[src/rtl/cas_neg_pkg.sv]
package cas_neg_pkg;

   typedef enum logic [1:0] {
      ST_IDLE,
      ST_SETUP,
      ST_WAIT,
      ST_FIN
   } neg_state_t;

   localparam int CODE_W = 3;

   // Controller code for the lowest common latency bit.
   function automatic logic [CODE_W-1:0] code_of(input int idx);
      case (idx)
         0, 1:    code_of = CODE_W'(5);
         2:       code_of = CODE_W'(2);
         3:       code_of = CODE_W'(6);
         default: code_of = '0;
      endcase
   endfunction

endpackage

[src/rtl/cas_neg_divider.sv]
module cas_neg_divider #(
   parameter int NUMER = 20000,
   parameter int DVW   = 9
) (
   input  logic                             clk,
   input  logic                             rst_n,
   input  logic                             go,
   input  logic [DVW-1:0]                   divisor,
   output logic                             valid,
   output logic [$clog2(NUMER+1)-1:0]       quot
);
   localparam int QW  = $clog2(NUMER + 1);
   localparam int CNW = $clog2(QW + 1);

   logic [DVW-1:0] rem_q;
   logic [DVW-1:0] dvs_q;
   logic [QW-1:0]  q_q;
   logic [CNW-1:0] cnt_q;
   logic           run_q;
   logic [DVW:0]   trial;

   assign trial = {rem_q, q_q[QW-1]};
   assign quot  = q_q;

   always_ff @(posedge clk or negedge rst_n) begin
      if (!rst_n) begin
         rem_q <= '0;
         dvs_q <= '0;
         q_q   <= '0;
         cnt_q <= '0;
         run_q <= 1'b0;
         valid <= 1'b0;
      end else begin
         valid <= 1'b0;
         if (go) begin
            rem_q <= '0;
            dvs_q <= divisor;
            q_q   <= QW'(NUMER);
            cnt_q <= CNW'(QW);
            run_q <= 1'b1;
         end else if (run_q) begin
            if (trial >= {1'b0, dvs_q}) begin
               rem_q <= DVW'(trial - {1'b0, dvs_q});
               q_q   <= {q_q[QW-2:0], 1'b1};
            end else begin
               rem_q <= trial[DVW-1:0];
               q_q   <= {q_q[QW-2:0], 1'b0};
            end
            cnt_q <= cnt_q - 1'b1;
            if (cnt_q == CNW'(1)) begin
               run_q <= 1'b0;
               valid <= 1'b1;
            end
         end
      end
   end
endmodule

[src/rtl/cas_neg_trim.sv]
module cas_neg_trim #(
   parameter int MAP_W = 8
) (
   input  logic [MAP_W-1:0] map_i,
   input  logic             empty_i,
   input  logic [1:0]       shift_i,
   output logic [MAP_W-1:0] map_o
);
   int               hi_idx;
   int               floor_idx;
   logic [MAP_W-1:0] keep;

   always_comb begin
      hi_idx = 0;
      for (int i = 0; i < MAP_W; i++) begin
         if (map_i[i]) hi_idx = i;
      end
      floor_idx = (hi_idx > int'(shift_i)) ? hi_idx - int'(shift_i) : 0;
      for (int i = 0; i < MAP_W; i++) begin
         keep[i] = (i >= floor_idx);
      end
      map_o = empty_i ? '0 : (map_i & keep);
   end
endmodule

[src/rtl/cas_neg_select.sv]
module cas_neg_select
   import cas_neg_pkg::*;
#(
   parameter int MAP_W = 8
) (
   input  logic [MAP_W-1:0]  map_a,
   input  logic [MAP_W-1:0]  map_b,
   output logic [CODE_W-1:0] code,
   output logic              clash
);
   logic [MAP_W-1:0] merged;
   int               low_idx;

   always_comb begin
      if (map_a == '0)      merged = map_b;
      else if (map_b == '0) merged = map_a;
      else                  merged = map_a & map_b;
      clash = (map_a != '0) && (map_b != '0) && ((map_a & map_b) == '0);
      low_idx = 0;
      for (int i = MAP_W - 1; i >= 0; i--) begin
         if (merged[i]) low_idx = i;
      end
      code = (merged == '0 || clash) ? '0 : code_of(low_idx);
   end
endmodule

[src/rtl/cas_negotiator.sv]
module cas_negotiator
   import cas_neg_pkg::*;
#(
   parameter int MAP_W  = 8,
   parameter int CT_W   = 8,
   parameter int LINK_W = 16,
   parameter int NUMER  = 20000
) (
   input  logic              clk,
   input  logic              rst_n,
   input  logic              start,
   input  logic [MAP_W-1:0]  slot0_map,
   input  logic [CT_W-1:0]   slot0_half,
   input  logic [CT_W-1:0]   slot0_full,
   input  logic [MAP_W-1:0]  slot1_map,
   input  logic [CT_W-1:0]   slot1_half,
   input  logic [CT_W-1:0]   slot1_full,
   input  logic [LINK_W-1:0] link_mhz,
   output logic [2:0]        cas_code,
   output logic              done,
   output logic              incompat
);
   localparam int NSLOT   = 2;
   localparam int NIB     = CT_W / 2;
   localparam int DVW     = CT_W + 1;
   localparam int QW      = $clog2(NUMER + 1);
   localparam int CW      = (QW > LINK_W) ? QW : LINK_W;
   localparam int LAT_MAX = 4 * (QW + 2) + 4;

   generate
      if (MAP_W < 2)        begin : g_bad_map  $error("MAP_W too small");  end
      if (CT_W % 2 != 0)    begin : g_bad_ct   $error("CT_W must be even"); end
      if (NUMER < 2)        begin : g_bad_num  $error("NUMER too small");  end
      if (CODE_W != 3)      begin : g_bad_code $error("code width");       end
   endgenerate

   neg_state_t                   st_q;
   logic [NSLOT-1:0][MAP_W-1:0]  map_q;
   logic [NSLOT-1:0][CT_W-1:0]   half_q;
   logic [NSLOT-1:0][CT_W-1:0]   full_q;
   logic [NSLOT-1:0][1:0]        shift_q;
   logic [NSLOT-1:0][MAP_W-1:0]  trimmed;
   logic [NSLOT-1:0]             empty;
   logic [LINK_W-1:0]            link_q;
   logic                         sel_q;
   logic                         step_q;
   logic [CT_W-1:0]              cur_byte;
   logic [DVW-1:0]               denom;
   logic                         skip;
   logic                         div_go;
   logic                         div_valid;
   logic [QW-1:0]                div_q;
   logic                         pass;
   logic [CODE_W-1:0]            sel_code;
   logic                         sel_clash;
   logic                         busy;

   assign busy     = (st_q != ST_IDLE);
   assign cur_byte = step_q ? full_q[sel_q] : half_q[sel_q];
   assign denom    = DVW'(cur_byte[CT_W-1:NIB]) * DVW'(10) + DVW'(cur_byte[NIB-1:0]);
   assign skip     = empty[sel_q] || (cur_byte == '0);
   assign div_go   = (st_q == ST_SETUP) && !skip;
   assign pass     = (CW'(div_q) >= CW'(link_q));

   generate
      for (genvar s = 0; s < NSLOT; s++) begin : g_slot
         assign empty[s] = (map_q[s] == '1);
         cas_neg_trim #(.MAP_W(MAP_W)) u_trim (
            .map_i   (map_q[s]),
            .empty_i (empty[s]),
            .shift_i (shift_q[s]),
            .map_o   (trimmed[s])
         );
      end
   endgenerate

   cas_neg_divider #(.NUMER(NUMER), .DVW(DVW)) u_div (
      .clk     (clk),
      .rst_n   (rst_n),
      .go      (div_go),
      .divisor (denom),
      .valid   (div_valid),
      .quot    (div_q)
   );

   cas_neg_select #(.MAP_W(MAP_W)) u_sel (
      .map_a (trimmed[0]),
      .map_b (trimmed[1]),
      .code  (sel_code),
      .clash (sel_clash)
   );

   always_ff @(posedge clk or negedge rst_n) begin
      if (!rst_n) begin
         st_q     <= ST_IDLE;
         map_q    <= '0;
         half_q   <= '0;
         full_q   <= '0;
         shift_q  <= '0;
         link_q   <= '0;
         sel_q    <= 1'b0;
         step_q   <= 1'b0;
         cas_code <= '0;
         incompat <= 1'b0;
         done     <= 1'b0;
      end else begin
         done <= 1'b0;
         case (st_q)
            ST_IDLE: begin
               if (start) begin
                  map_q   <= {slot1_map, slot0_map};
                  half_q  <= {slot1_half, slot0_half};
                  full_q  <= {slot1_full, slot0_full};
                  link_q  <= link_mhz;
                  shift_q <= '0;
                  sel_q   <= 1'b0;
                  step_q  <= 1'b0;
                  st_q    <= ST_SETUP;
               end
            end
            ST_SETUP: begin
               if (!skip) begin
                  st_q <= ST_WAIT;
               end else if (sel_q) begin
                  st_q <= ST_FIN;
               end else begin
                  sel_q  <= 1'b1;
                  step_q <= 1'b0;
               end
            end
            ST_WAIT: begin
               if (div_valid) begin
                  if (pass) shift_q[sel_q] <= step_q ? 2'd2 : 2'd1;
                  if (pass && !step_q) begin
                     step_q <= 1'b1;
                     st_q   <= ST_SETUP;
                  end else if (sel_q) begin
                     st_q <= ST_FIN;
                  end else begin
                     sel_q  <= 1'b1;
                     step_q <= 1'b0;
                     st_q   <= ST_SETUP;
                  end
               end
            end
            ST_FIN: begin
               cas_code <= sel_code;
               incompat <= sel_clash;
               done     <= 1'b1;
               st_q     <= ST_IDLE;
            end
            default: st_q <= ST_IDLE;
         endcase
      end
   end
endmodule

[config.mk]
export PLATFORM = sky130hd
export DESIGN_NAME = cas_negotiator
export DESIGN_NICKNAME = d
export VERILOG_FILES = /design/src/rtl/cas_neg_pkg.sv /design/src/rtl/cas_neg_divider.sv /design/src/rtl/cas_neg_trim.sv /design/src/rtl/cas_neg_select.sv /design/src/rtl/cas_negotiator.sv
export SDC_FILE = /design/constraint.sdc
export NUM_CORES = 1
export LEC_CHECK = 0
export ABC_CLOCK_PERIOD_IN_PS = 3900
export BUFFER_PORTS_ARGS = -buffer_cell sky130_fd_sc_hd__buf_4
export CAP_MARGIN = 10
export CORE_ASPECT_RATIO = 0.75
export CORE_MARGIN = 3
export CORE_UTILIZATION = 59
export DETAILED_ROUTE_END_ITERATION = 7
export PLACE_DENSITY_LB_ADDON = 0.15
export SKIP_LAST_GASP = 1
export SYNTH_ARGS = -nofsm -noshare
export SYNTH_HDL_FRONTEND = slang
export SYNTH_SLANG_ARGS = --single-unit
export TNS_END_PERCENT = 5
[constraint.sdc]
create_clock -name clk -period 3.9 [get_ports clk]
set_clock_uncertainty 0.2 [all_clocks]
set_input_delay 0.39 -clock clk [delete_from_list [all_inputs] [get_ports clk]]
set_output_delay 0.39 -clock clk [all_outputs]
set_load 0.01 [all_outputs]
=== After elaboration in Yosys (flattened, before gate mapping) ===
Index checks and enable logic that the tools add are counted.

* Flip-flop bits (word level): 116
* Logic and storage cells: 171

* Magnitude comparators: 22
* Bitwise gates (word level): 3
* Add/subtract/negate cells: 5
* $mul: 1
* Reductions and logical operators: 27
* Multiplexer cells: 77
* Eq/ne operators: 15

{| class="wikitable"
|+ Operator list
! operator !! number
|-
| 4-bit by 32-bit greater-or-equal comparator with 1-bit output, first input constant || 8
|-
| 3-bit by 32-bit greater-or-equal comparator with 1-bit output, first input constant || 4
|-
| 8-bit 2-to-1 mux || 9
|-
| 1-bit by 32-bit greater-or-equal comparator with 1-bit output, first input constant || 2
|-
| 2-bit by 32-bit greater-or-equal comparator with 1-bit output, first input constant || 2
|-
| 32-bit 2-to-1 mux || 2
|-
| 3-bit 2-to-1 mux || 17
|-
| 8-bit zero test || 5
|-
| 32-bit zero test || 1
|-
| 15-bit 2-to-1 mux || 2
|-
| 9-bit 2-to-1 mux || 3
|-
| 8-bit AND || 3
|-
| 2-bit 2-to-1 mux || 12
|-
| 1-bit 2-to-1 mux || 20
|-
| 4-bit 2-to-1 mux || 5
|-
| 8-bit == test, second input constant || 2
|-
| 15-bit by 16-bit greater-or-equal comparator with 1-bit output || 1
|-
| 8-bit nonzero test || 2
|-
| 10-bit by 9-bit greater-or-equal comparator with 1-bit output || 1
|-
| 8-bit by 4-bit adder with 9-bit output || 1
|-
| 3-bit one-hot mux with 3 select lines || 1
|-
| 9-bit subtractor || 1
|-
| 2-bit inequality test, second input constant || 4
|-
| 2-bit one-hot mux with 4 select lines || 1
|-
| other kinds (28) || 41
|}

=== Depth between registers and ports, before layout ===
Gate-level depths: netlist (run 1).

* Depth after elaboration: 27
* Depth in mapped cells: 17

=== By module ===
A second synthesis (run 1) with hierarchy kept.

* Cells, all modules: 644
* Area total of the unflattened synthesis: 6957.9 µm²

{| class="wikitable"
|+ Modules (own cells, without submodules)
! module !! area each (µm²) !! cells each !! seq. area each (µm²) !! instances
|-
| cas_negotiator || 4040.1 || 315 || 1926.8 || 1
|-
| cas_neg_divider || 2182.1 || 226 || 975.9 || 1
|-
| cas_neg_trim || 260.2 || 38 || 0.0 || 2
|-
| cas_neg_select || 215.2 || 27 || 0.0 || 1
|}

=== Least setup slack after synthesis (run 1) ===
No wires, ideal clock.

* Path kind: register -> register
* Start point: reg map_q[2] in the netlist's numbering
* End point: reg cas_code[2]
* Arrival time: 2.929 ns
* Data required time: 3.559 ns
* Cell stages (with the launch flop): 18
* Path slack: 0.630 ns
* Cell sequence: dfrtp_1 > inv_1 > a21oi_1 > nor2_1 > nor2_1 > nor2_1 > nor2_1 > ha_1 > fa_1 > clkbuf_1 > a21oi_1 > o21ai_0 > a211oi_1 > o221ai_2 > nand3_1 > a22oi_1 > o21ai_0 > o221ai_1

* Longest elaborated chain between the ends: 26
* Elaborated cells between the ends (all ways): 45
* Classes of those cells: add/sub: 1; order compare: 9; eq/ne: 4; mux: 20; bitwise: 2; reduce/logical: 9

{| class="wikitable"
|+ RTL lines
! item !! RTL line !! text
|-
| start, declared || cas_negotiator.sv:38 || <nowiki>logic [NSLOT-1:0][MAP_W-1:0] map_q;</nowiki>
|-
| start signal, assigned || cas_negotiator.sv:111 || <nowiki>map_q <= {slot1_map, slot0_map};</nowiki>
|-
| 2-bit 2-to-1 mux (2 in a row) || cas_neg_trim.sv:16 || <nowiki>if (map_i[i]) hi_idx = i;</nowiki>
|-
| 3-bit 2-to-1 mux (4 in a row) || cas_neg_trim.sv:16 ||
|-
| 3-bit by 2-bit subtractor with 4-bit output / 3-bit by 2-bit greater-than comparator with 1-bit output (equally long branches) || cas_neg_trim.sv:18 || <nowiki>floor_idx = (hi_idx > int'(shift_i)) ? hi_idx - int'(shift_i) : 0;</nowiki>
|-
| 32-bit 2-to-1 mux || cas_neg_trim.sv:18 ||
|-
| 4-bit by 32-bit greater-or-equal comparator with 1-bit output || cas_neg_trim.sv:20 || <nowiki>keep[i] = (i >= floor_idx);</nowiki>
|-
| 8-bit AND || cas_neg_trim.sv:22 || <nowiki>map_o = empty_i ? '0 : (map_i & keep);</nowiki>
|-
| 8-bit 2-to-1 mux * || cas_neg_trim.sv:22 ||
|-
| 8-bit AND || cas_neg_select.sv:17, cas_neg_select.sv:18 ||
|-
| 8-bit 2-to-1 mux || cas_neg_select.sv:16 || <nowiki>else if (map_b == '0) merged = map_a;</nowiki>
|-
| 8-bit 2-to-1 mux || cas_neg_select.sv:15 || <nowiki>if (map_a == '0) merged = map_b;</nowiki>
|-
| 3-bit 2-to-1 mux (8 in a row) || cas_neg_select.sv:21 || <nowiki>if (merged[i]) low_idx = i;</nowiki>
|-
| 32-bit zero test / 3-bit by 1-bit == test with 1-bit output (equally long branches) || cas_neg_pkg.sv:14 || <nowiki>case (idx)</nowiki>
|-
| 2-bit OR reduction || cas_neg_pkg.sv:14 ||
|-
| 3-bit one-hot mux with 3 select lines || cas_neg_pkg.sv:14 ||
|-
| 3-bit 2-to-1 mux * || cas_neg_select.sv:23 || <nowiki>code = (merged == '0 || clash) ? '0 : code_of(low_idx);</nowiki>
|-
| end signal, assigned || cas_negotiator.sv:147 || <nowiki>cas_code <= sel_code;</nowiki>
|-
| end, declared || cas_negotiator.sv:19 || <nowiki>output logic [2:0] cas_code,</nowiki>
|}

Mark *: on every way between the ends. The rest lies on a longest branch, timed or not.
A chain may end at the register's enable or synchronous reset.

=== Worst setup path after layout (run 1) ===
* Start point: reg map_q[10] in the netlist's numbering
* End point: reg cas_code[2]

* Longest elaborated chain between the ends: 26
* Elaborated cells between the ends (all ways): 45
* Classes of those cells: add/sub: 1; order compare: 9; eq/ne: 4; mux: 20; bitwise: 2; reduce/logical: 9

{| class="wikitable"
|+ RTL lines
! item !! RTL line
|-
| 2-bit 2-to-1 mux (2 in a row) || cas_neg_trim.sv:16
|-
| 3-bit 2-to-1 mux (4 in a row) || cas_neg_trim.sv:16
|-
| 3-bit by 2-bit subtractor with 4-bit output / 3-bit by 2-bit greater-than comparator with 1-bit output (equally long branches) || cas_neg_trim.sv:18
|-
| 32-bit 2-to-1 mux || cas_neg_trim.sv:18
|-
| 1-bit by 32-bit greater-or-equal comparator with 1-bit output, or another cell as far along || cas_neg_trim.sv:20
|-
| 8-bit AND || cas_neg_trim.sv:22
|-
| 8-bit 2-to-1 mux * || cas_neg_trim.sv:22
|-
| 8-bit zero test / 8-bit AND (equally long branches) || cas_neg_select.sv:16, cas_neg_select.sv:17, cas_neg_select.sv:18
|-
| 8-bit 2-to-1 mux || cas_neg_select.sv:16
|-
| 8-bit 2-to-1 mux || cas_neg_select.sv:15
|-
| 3-bit 2-to-1 mux (8 in a row) || cas_neg_select.sv:21
|-
| 32-bit zero test / 3-bit by 1-bit == test with 1-bit output (equally long branches) || cas_neg_pkg.sv:14
|-
| 2-bit OR reduction || cas_neg_pkg.sv:14
|-
| 3-bit one-hot mux with 3 select lines || cas_neg_pkg.sv:14
|-
| 3-bit 2-to-1 mux * || cas_neg_select.sv:23
|}

Marks and branches as above.

==> impl_results.md, run 1 <==
* Max IR drop VDD at 0.000480 V
* Commonest non-fill, non-tap cell in the layout: dfrtp_1
* Fraction of layout cells with a size suffix above 1 at 27.4%
* Multi-input logic area at 3570 um2
* Post-synthesis cell count at 633
* Post-synth ARST share at 100%
* Netlist Area Pre-Place at 6730 um2
* Max Cap Violations at 0
* Syn nets at 747
* Die ar. at 12700 um2
* Post-CTS setup buffers at 0
* Final worst path period share at 91.2%
* Register area share after synthesis at 43.1%
* Detailed Routing Iterations Pass 1 at 5
* First-pass GRT wire length at 26900 um
* GR Overflow Total at 0
* Routed length per instance at 18.1 um
* CTS tree: yes
* Status: finished clean
* Initial antenna violation count at 0
* DP Area at 7430 um2
* Vias in the first global route at 5333
* Clk sink count at 116
* CP endpoint kind: flip-flop
* Cells after DPL at 830
* Top_reg_cell synth: dfrtp_1
* Die span in x at 129 um
* Placer Congestion at 0.843
* P_leak at 3.88 nW
* Total Power at 8.31 mW
* Routed WL at 15700 um
* # fillers at 797
* RSZ-0062 raised after global routing: false
* WHS at 0.00693 ns
* Clock tree buffer depth at 2
* Final setup violation count at 0
* Final Slew Violations at 0
* Layout area overhead at 19.4%
* Setup CP Type: flip-flop to flip-flop
* Tightest Hold Check Type: input port to flip-flop
* # rows at 33
* Max-slew headroom at 37.0%
* Antenna Violating Nets Remaining at 0
* IO Pins at 72
* Yosys cell types at 66
* Largest net degree at the start of global routing at 75
* Starting Density at 61.1%
* Clk slew on worst S/H paths at 0.06 ns
* Final HPWL DP at 11300 um
* Yosys reg bits at 116
* Final min period at 3.56 ns
* Clock latency on the worst-skew pair at 0.42 ns
* Total core area at 11000 um2
* Least-Margin Pin Slew at 0.945 ns
* Commonest non-fill, non-tap cells in the layout: dfrtp_1 (116), buf_4 (79), mux2_2 (64)
* Final Net Count at 826
* CTS root buffer: clkbuf_16
* GRT Util Overall at 26.5%
* WP data arrival at 3.63 ns
* H-Tree Depth at 4
* Crit path max fanout at 6
* Vias at 5121
* DRT iter0 DRCs at 233
* DRC at 0
* Chip Height at 98.5 um
* Finished Cell Area at 8040 um2
* Max Fclk at 281 MHz
* Via density per instance at 5.92
* Antenna diodes at 0
* Required time of the critical path at 3.98 ns
* Synth Area per Inst at 10.6 um2
* PortBufs at 71
* Worst Setup Start Kind: flip-flop
* Final Hold Vio Count at 0
* Register area at 2900 um2
* Post-synth EDFFs at 0
* Final non-filler cell total at 865
* Yosys warns at 0
* Final setup TNS at 0 ns
* Total CTS buffers at 17
* Pwr/cell area at 1030 nW/um2
[Yosys cell counts, types with 3 or more instances]
library cell    n  area, um2
dfrtp_1       116       2900
mux2_2         64        721
nor2_1         55        206
nand2_1        48        180
inv_1          47        176
ha_1           42        526
o21ai_0        26        130
mux2i_1        22        220
clkbuf_1       20       75.1
a21oi_1        18       90.1
a21o_1         16        120
a211oi_1       10       75.1
a31oi_1         8       50.1
mux4_2          8        180
nand3_1         8       40.0
o21a_1          8       60.1
xnor2_1         8       70.1
nand4_1         6       37.5
nor2b_1         6       37.5
or2_2           6       37.5
fa_1            5        100
nand2b_1        5       31.3
nor3_1          5       25.0
a21boi_0        4       30.0
nor4_1          4       25.0
o22ai_1         4       25.0
a22o_1          3       26.3
nand3b_1        3       22.5
o2111ai_1       3       26.3
o211ai_1        3       22.5
o311ai_0        3       26.3
[worst paths after layout]
check                                from              to  slack, ns  cells past startpoint
hold reg to reg            u_div.dvs_q[2]  u_div.dvs_q[2]       0.30                      2
setup / recovery                map_q[10]     cas_code[2]       0.34                     15
hold / removal               link_mhz[14]      link_q[14]      0.007                      2
min in group asynchronous           rst_n       half_q[6]       0.45                      2
max in group asynchronous           rst_n      shift_q[3]       2.27                      3
setup reg to reg                map_q[10]     cas_code[2]       0.34                     15
[layout make-up]
cell class | count | share of cell area, %
repair buffers | 83 | 8.00
well taps | 140 | 2.18
flip-flops and latches | 116 | 36.1
multi-input cells | 447 | 44.4
clock buffers | 17 | 5.29
clock inverters | 15 | 1.84
inverters | 47 | 2.19
[sequential cells by signal (all words and copies together), names as in the netlist, 2 cells and up]
signal / cells
full_q: 16
half_q: 16
link_q: 16
map_q: 16
u_div.quot: 15
u_div.dvs_q: 9
u_div.rem_q: 9
shift_q: 4
u_div.cnt_q: 4
cas_code: 3
st_q: 2
[power breakdown]
group	internal, mW	total (mW)	switching [mW]
combinational	2.12	4.46	2.34
sequential	1.81	2.34	0.533
clock	0.892	1.51	0.622
[worst max-delay path, cell delays in order, from the launching register on]
cell	delay [ns]
dfrtp_1	0.41
inv_1	0.06
a21oi_1	0.18
nor2_1	0.06
nor2_1	0.09
nor2_1	0.04
nor2_1	0.09
ha_1	0.20
fa_1	0.48
or2_2	0.34
o2111a_1	0.24
o31a_1	0.29
a311oi_1	0.29
a31oi_1	0.17
o21ai_0	0.14
o221ai_1	0.15
[per-stage QoR]
step	setup slack, ns	utilization, %
6_report	0.345	73.0
5_1_grt	0.0261	73.0
4_1_cts	0.345	72.8
3_5_place_dp	0.365	67.4
3_3_place_gp	0.364	67.4
2_1_floorplan	0.630	-
[repair_timing]
item,CTS,global route
endpoints found under the hold margin,74,1
resized for setup,0,2
setup endpoints to repair,0,3
hold buffers,2,1
[per-layer routing]
metal,share of wire [%],wire length (um),track usage [%],up-vias
li1,-,-,-,2453
met1,47,7420,36.8,2525
met2,47,7430,42.8,120
met3,3.7,587,5.25,23
met4,1.4,227,7.10,0
met5,0,0,0,-
[logic make-up after synthesis]
group / share of synthesized area (%)
buffers and inverters: 3.98
DFF: 43.1
xor gates and xnor gates: 1.30
adders and majority gates: 9.29
muxes: 16.8
and+or+nand+nor: 11.6
AOI/OAI and AO/OA: 13.9
(Power assumes the default switching activity.)
==> inputs of run 2 (changes only) <==
--- a/config.mk
+++ b/config.mk
@@ -5,12 +5,12 @@
 export SDC_FILE = /design/constraint.sdc
 export NUM_CORES = 1
 export LEC_CHECK = 0
-export ABC_CLOCK_PERIOD_IN_PS = 3900
 export BUFFER_PORTS_ARGS = -buffer_cell sky130_fd_sc_hd__buf_4
 export CAP_MARGIN = 10
 export CORE_ASPECT_RATIO = 0.75
 export CORE_MARGIN = 3
-export CORE_UTILIZATION = 59
+export CORE_UTILIZATION = 45
+export CTS_BUF_LIST = sky130_fd_sc_hd__clkbuf_16
 export DETAILED_ROUTE_END_ITERATION = 7
 export PLACE_DENSITY_LB_ADDON = 0.15
 export SKIP_LAST_GASP = 1
==> impl_results.md, run 2 (same netlist as run 1, synthesis figures left out) <==
* Status: complete, but fails checks (was finished clean)
* Failing checks: negative hold slack
* Placement-stage worst setup slack at 0.400 ns (was 0.365 ns)
* Clk sink count at 116 (unchanged)
* WP data arrival at 3.69 ns (was 3.63 ns)
* Vias at 5148 (was 5121)
* WHS at -0.0486 ns (was 0.00693 ns)
* Final Hold Vio Count at 70 (was 0)
* Setup CP Type: flip-flop to flip-flop (unchanged)
* Antenna Violating Nets Remaining at 0 (unchanged)
* Vias in the first global route at 5209 (was 5333)
* Final setup violation count at 0 (unchanged)
* Starting Density at 46.3% (was 61.1%)
* First-pass GRT wire length at 26600 um (was 26900 um)
* PortBufs at 71 (unchanged)
* Clock tree buffer depth at 2 (unchanged)
* Max Cap Violations at 0 (unchanged)
* Met3 GRT Util at 5.61% (was 5.25%)
* CP peak stage delay at 0.48 ns (about the same)
* Least-Margin Pin Slew at 1.02 ns (was 0.945 ns)
* Max IR drop VDD at 0.000444 V (was 0.000480 V)
* Via density per instance at 5.36 (was 5.92)
* DRC at 0 (unchanged)
* CP endpoint kind: flip-flop (unchanged)
* Max Fclk at 280 MHz (was 281 MHz)
* Total CTS buffers at 17 (unchanged)
* Met2 usage at 30.2% (was 42.8%)
* Final worst path period share at 91.5% (was 91.2%)
* Routed length per instance at 16.4 um (was 18.1 um)
* Cell repeated most along the worst path: nor2_1 (unchanged)
* Chip Height at 112 um (was 98.5 um)
* DRT iter0 DRCs at 317 (was 233)
* Total core area at 14500 um2 (was 11000 um2)
* RSZ-0062 raised after global routing: false (unchanged)
* Detailed Routing Iterations Pass 1 at 4 (was 5)
* Routed WL at 15800 um (was 15700 um)
* Worst Setup Start Kind: flip-flop (unchanged)
* Largest net degree at the start of global routing at 79 (was 75)
* Die ar. at 16500 um2 (was 12700 um2)
* GRT busiest layer: met2 (unchanged)
* CTS Hold Bufs at 34 (was 2)
* GR Overflow Total at 0 (unchanged)
* Post-CTS setup buffers at 0 (unchanged)
* Crit path max fanout at 6 (unchanged)
* Final Slew Violations at 0 (unchanged)
* H-Tree Depth at 4 (unchanged)
* Final min period at 3.57 ns (was 3.56 ns)
* P_leak at 4.02 nW (was 3.88 nW)
* Commonest non-fill, non-tap cell in the layout: dfrtp_1 (unchanged)
* Placer Congestion at 0.863 (was 0.843)
* Antenna diodes at 0 (unchanged)
* Clock latency on the worst-skew pair at 0.41 ns (was 0.42 ns)
* Grt met1 use at 29.1% (was 36.8%)
* Layout area overhead at 25.3% (was 19.4%)
* Cells after DPL at 893 (was 830)
* # fillers at 1250 (was 797)
* Initial antenna violation count at 0 (unchanged)
* Commonest non-fill, non-tap cells in the layout: dfrtp_1 (116), buf_4 (83), mux2_2 (64) (was dfrtp_1 (116), buf_4 (79), mux2_2 (64))
* # rows at 38 (was 33)
* Die span in x at 147 um (was 129 um)
* GRT Util Overall at 20.1% (was 26.5%)
* Max-slew headroom at 32.1% (was 37.0%)
* CTS root buffer: clkbuf_16 (unchanged)
* Required time of the critical path at 4.02 ns (was 3.98 ns)
* IO Pins at 72 (unchanged)
* Final HPWL DP at 11400 um (was 11300 um)
* Tightest Hold Check Type: input port to asynchronous set/reset pin (was input port to flip-flop)
* Resized Gates After CTS at 0 (unchanged)
* Clk slew on worst S/H paths at 0.05 ns (was 0.06 ns)
* Worst path cell trace: inv_1 > a21oi_1 > nor2_1 > nor2_1 > nor2_1 > nor2_1 > ha_1 > fa_1 > or2_2 > o22ai_1 > a31oi_1 > a31oi_1 > a211oi_1 > a221oi_1 > nand3b_1 > o221ai_1 (was inv_1 > a21oi_1 > nor2_1 > nor2_1 > nor2_1 > nor2_1 > ha_1 > fa_1 > or2_2 > o2111a_1 > o31a_1 > a311oi_1 > a31oi_1 > o21ai_0 > o221ai_1)
* CTS tree: yes (unchanged)
* Fraction of layout cells with a size suffix above 1 at 25.9% (was 27.4%)
* Final setup TNS at 0 ns (unchanged)
* Final Net Count at 861 (was 826)
* CP max-delay cell: fa_1 (unchanged)
* Pwr/cell area at 987 nW/um2 (was 1030 nW/um2)
* Worst Slack Setup Final at 0.330 ns (was 0.345 ns)
* Final non-filler cell total at 960 (was 865)
run 2: cell types whose count changed in the layout (fill, tap and decap cells not counted), sizes merged:
cell	before	now
bufinv	1	2
inv	53	49
buf	80	83
clkinv	5	7
clkinvlp	3	4
dlygate4sd3	3	35
run 2: report_power, final:
group          leakage (nW)  switching, mW  internal, mW  total (mW)
clock network         0.269          0.560         0.930        1.49
registers              1.40          0.536          1.81        2.34
logic                  2.35           2.35          2.14        4.49
run 2: path summary, 6_finish.rpt:
check | start | end | slack [ns] | cells after the start
setup / recovery | map_q[10] | cas_code[2] | 0.33 | 16
hold reg to reg | cas_code[1] | cas_code[1] | 0.30 | 1
min in group clk | link_mhz[5] | link_q[5] | 0.02 | 2
max in group asynchronous | rst_n | half_q[0] | 2.64 | 2
setup reg to reg | map_q[10] | cas_code[2] | 0.33 | 16
hold / removal | rst_n | cas_code[0] | -0.05 | 1
run 2: stage by stage:
step	cell area [um2]	util, %	power, mW
floorplan	6730	-	5.58
global placement	7520	51.7	6.58
detailed placement	7520	51.7	6.75
CTS	8430	57.9	8.32
global route	8440	58.0	9.04
finish	8440	58.0	8.32
run 2: layer usage:
layer  vias to the layer above  part of all wire (%)
li1                       2533                     -
met1                      2494                    50
met2                       110                    44
met3                        11                   4.9
met4                         0                  0.70
met5                         -                     0
run 2: area by class of cell:
class,count,area (um2),share of cell area (%)
Clock buffer,17,425,5.04
Clock inverter,15,141,1.68
Inverter,47,176,2.09
Multi-Input combinational cell,447,3570,42.3
Sequential cell,116,2900,34.4
Tap cell,200,250,2.97
Timing Repair Buffer,118,973,11.5
run 2: worst max-delay path, delay by kind of cell, from the launching register on:
kind                       cells  cell delay [ns]
AOI/OAI and AO/OA              7             1.30
and+or+nand+nor                6             0.78
adders and majority gates      2             0.69
DFF                            1             0.44
buffers and inverters          1             0.06
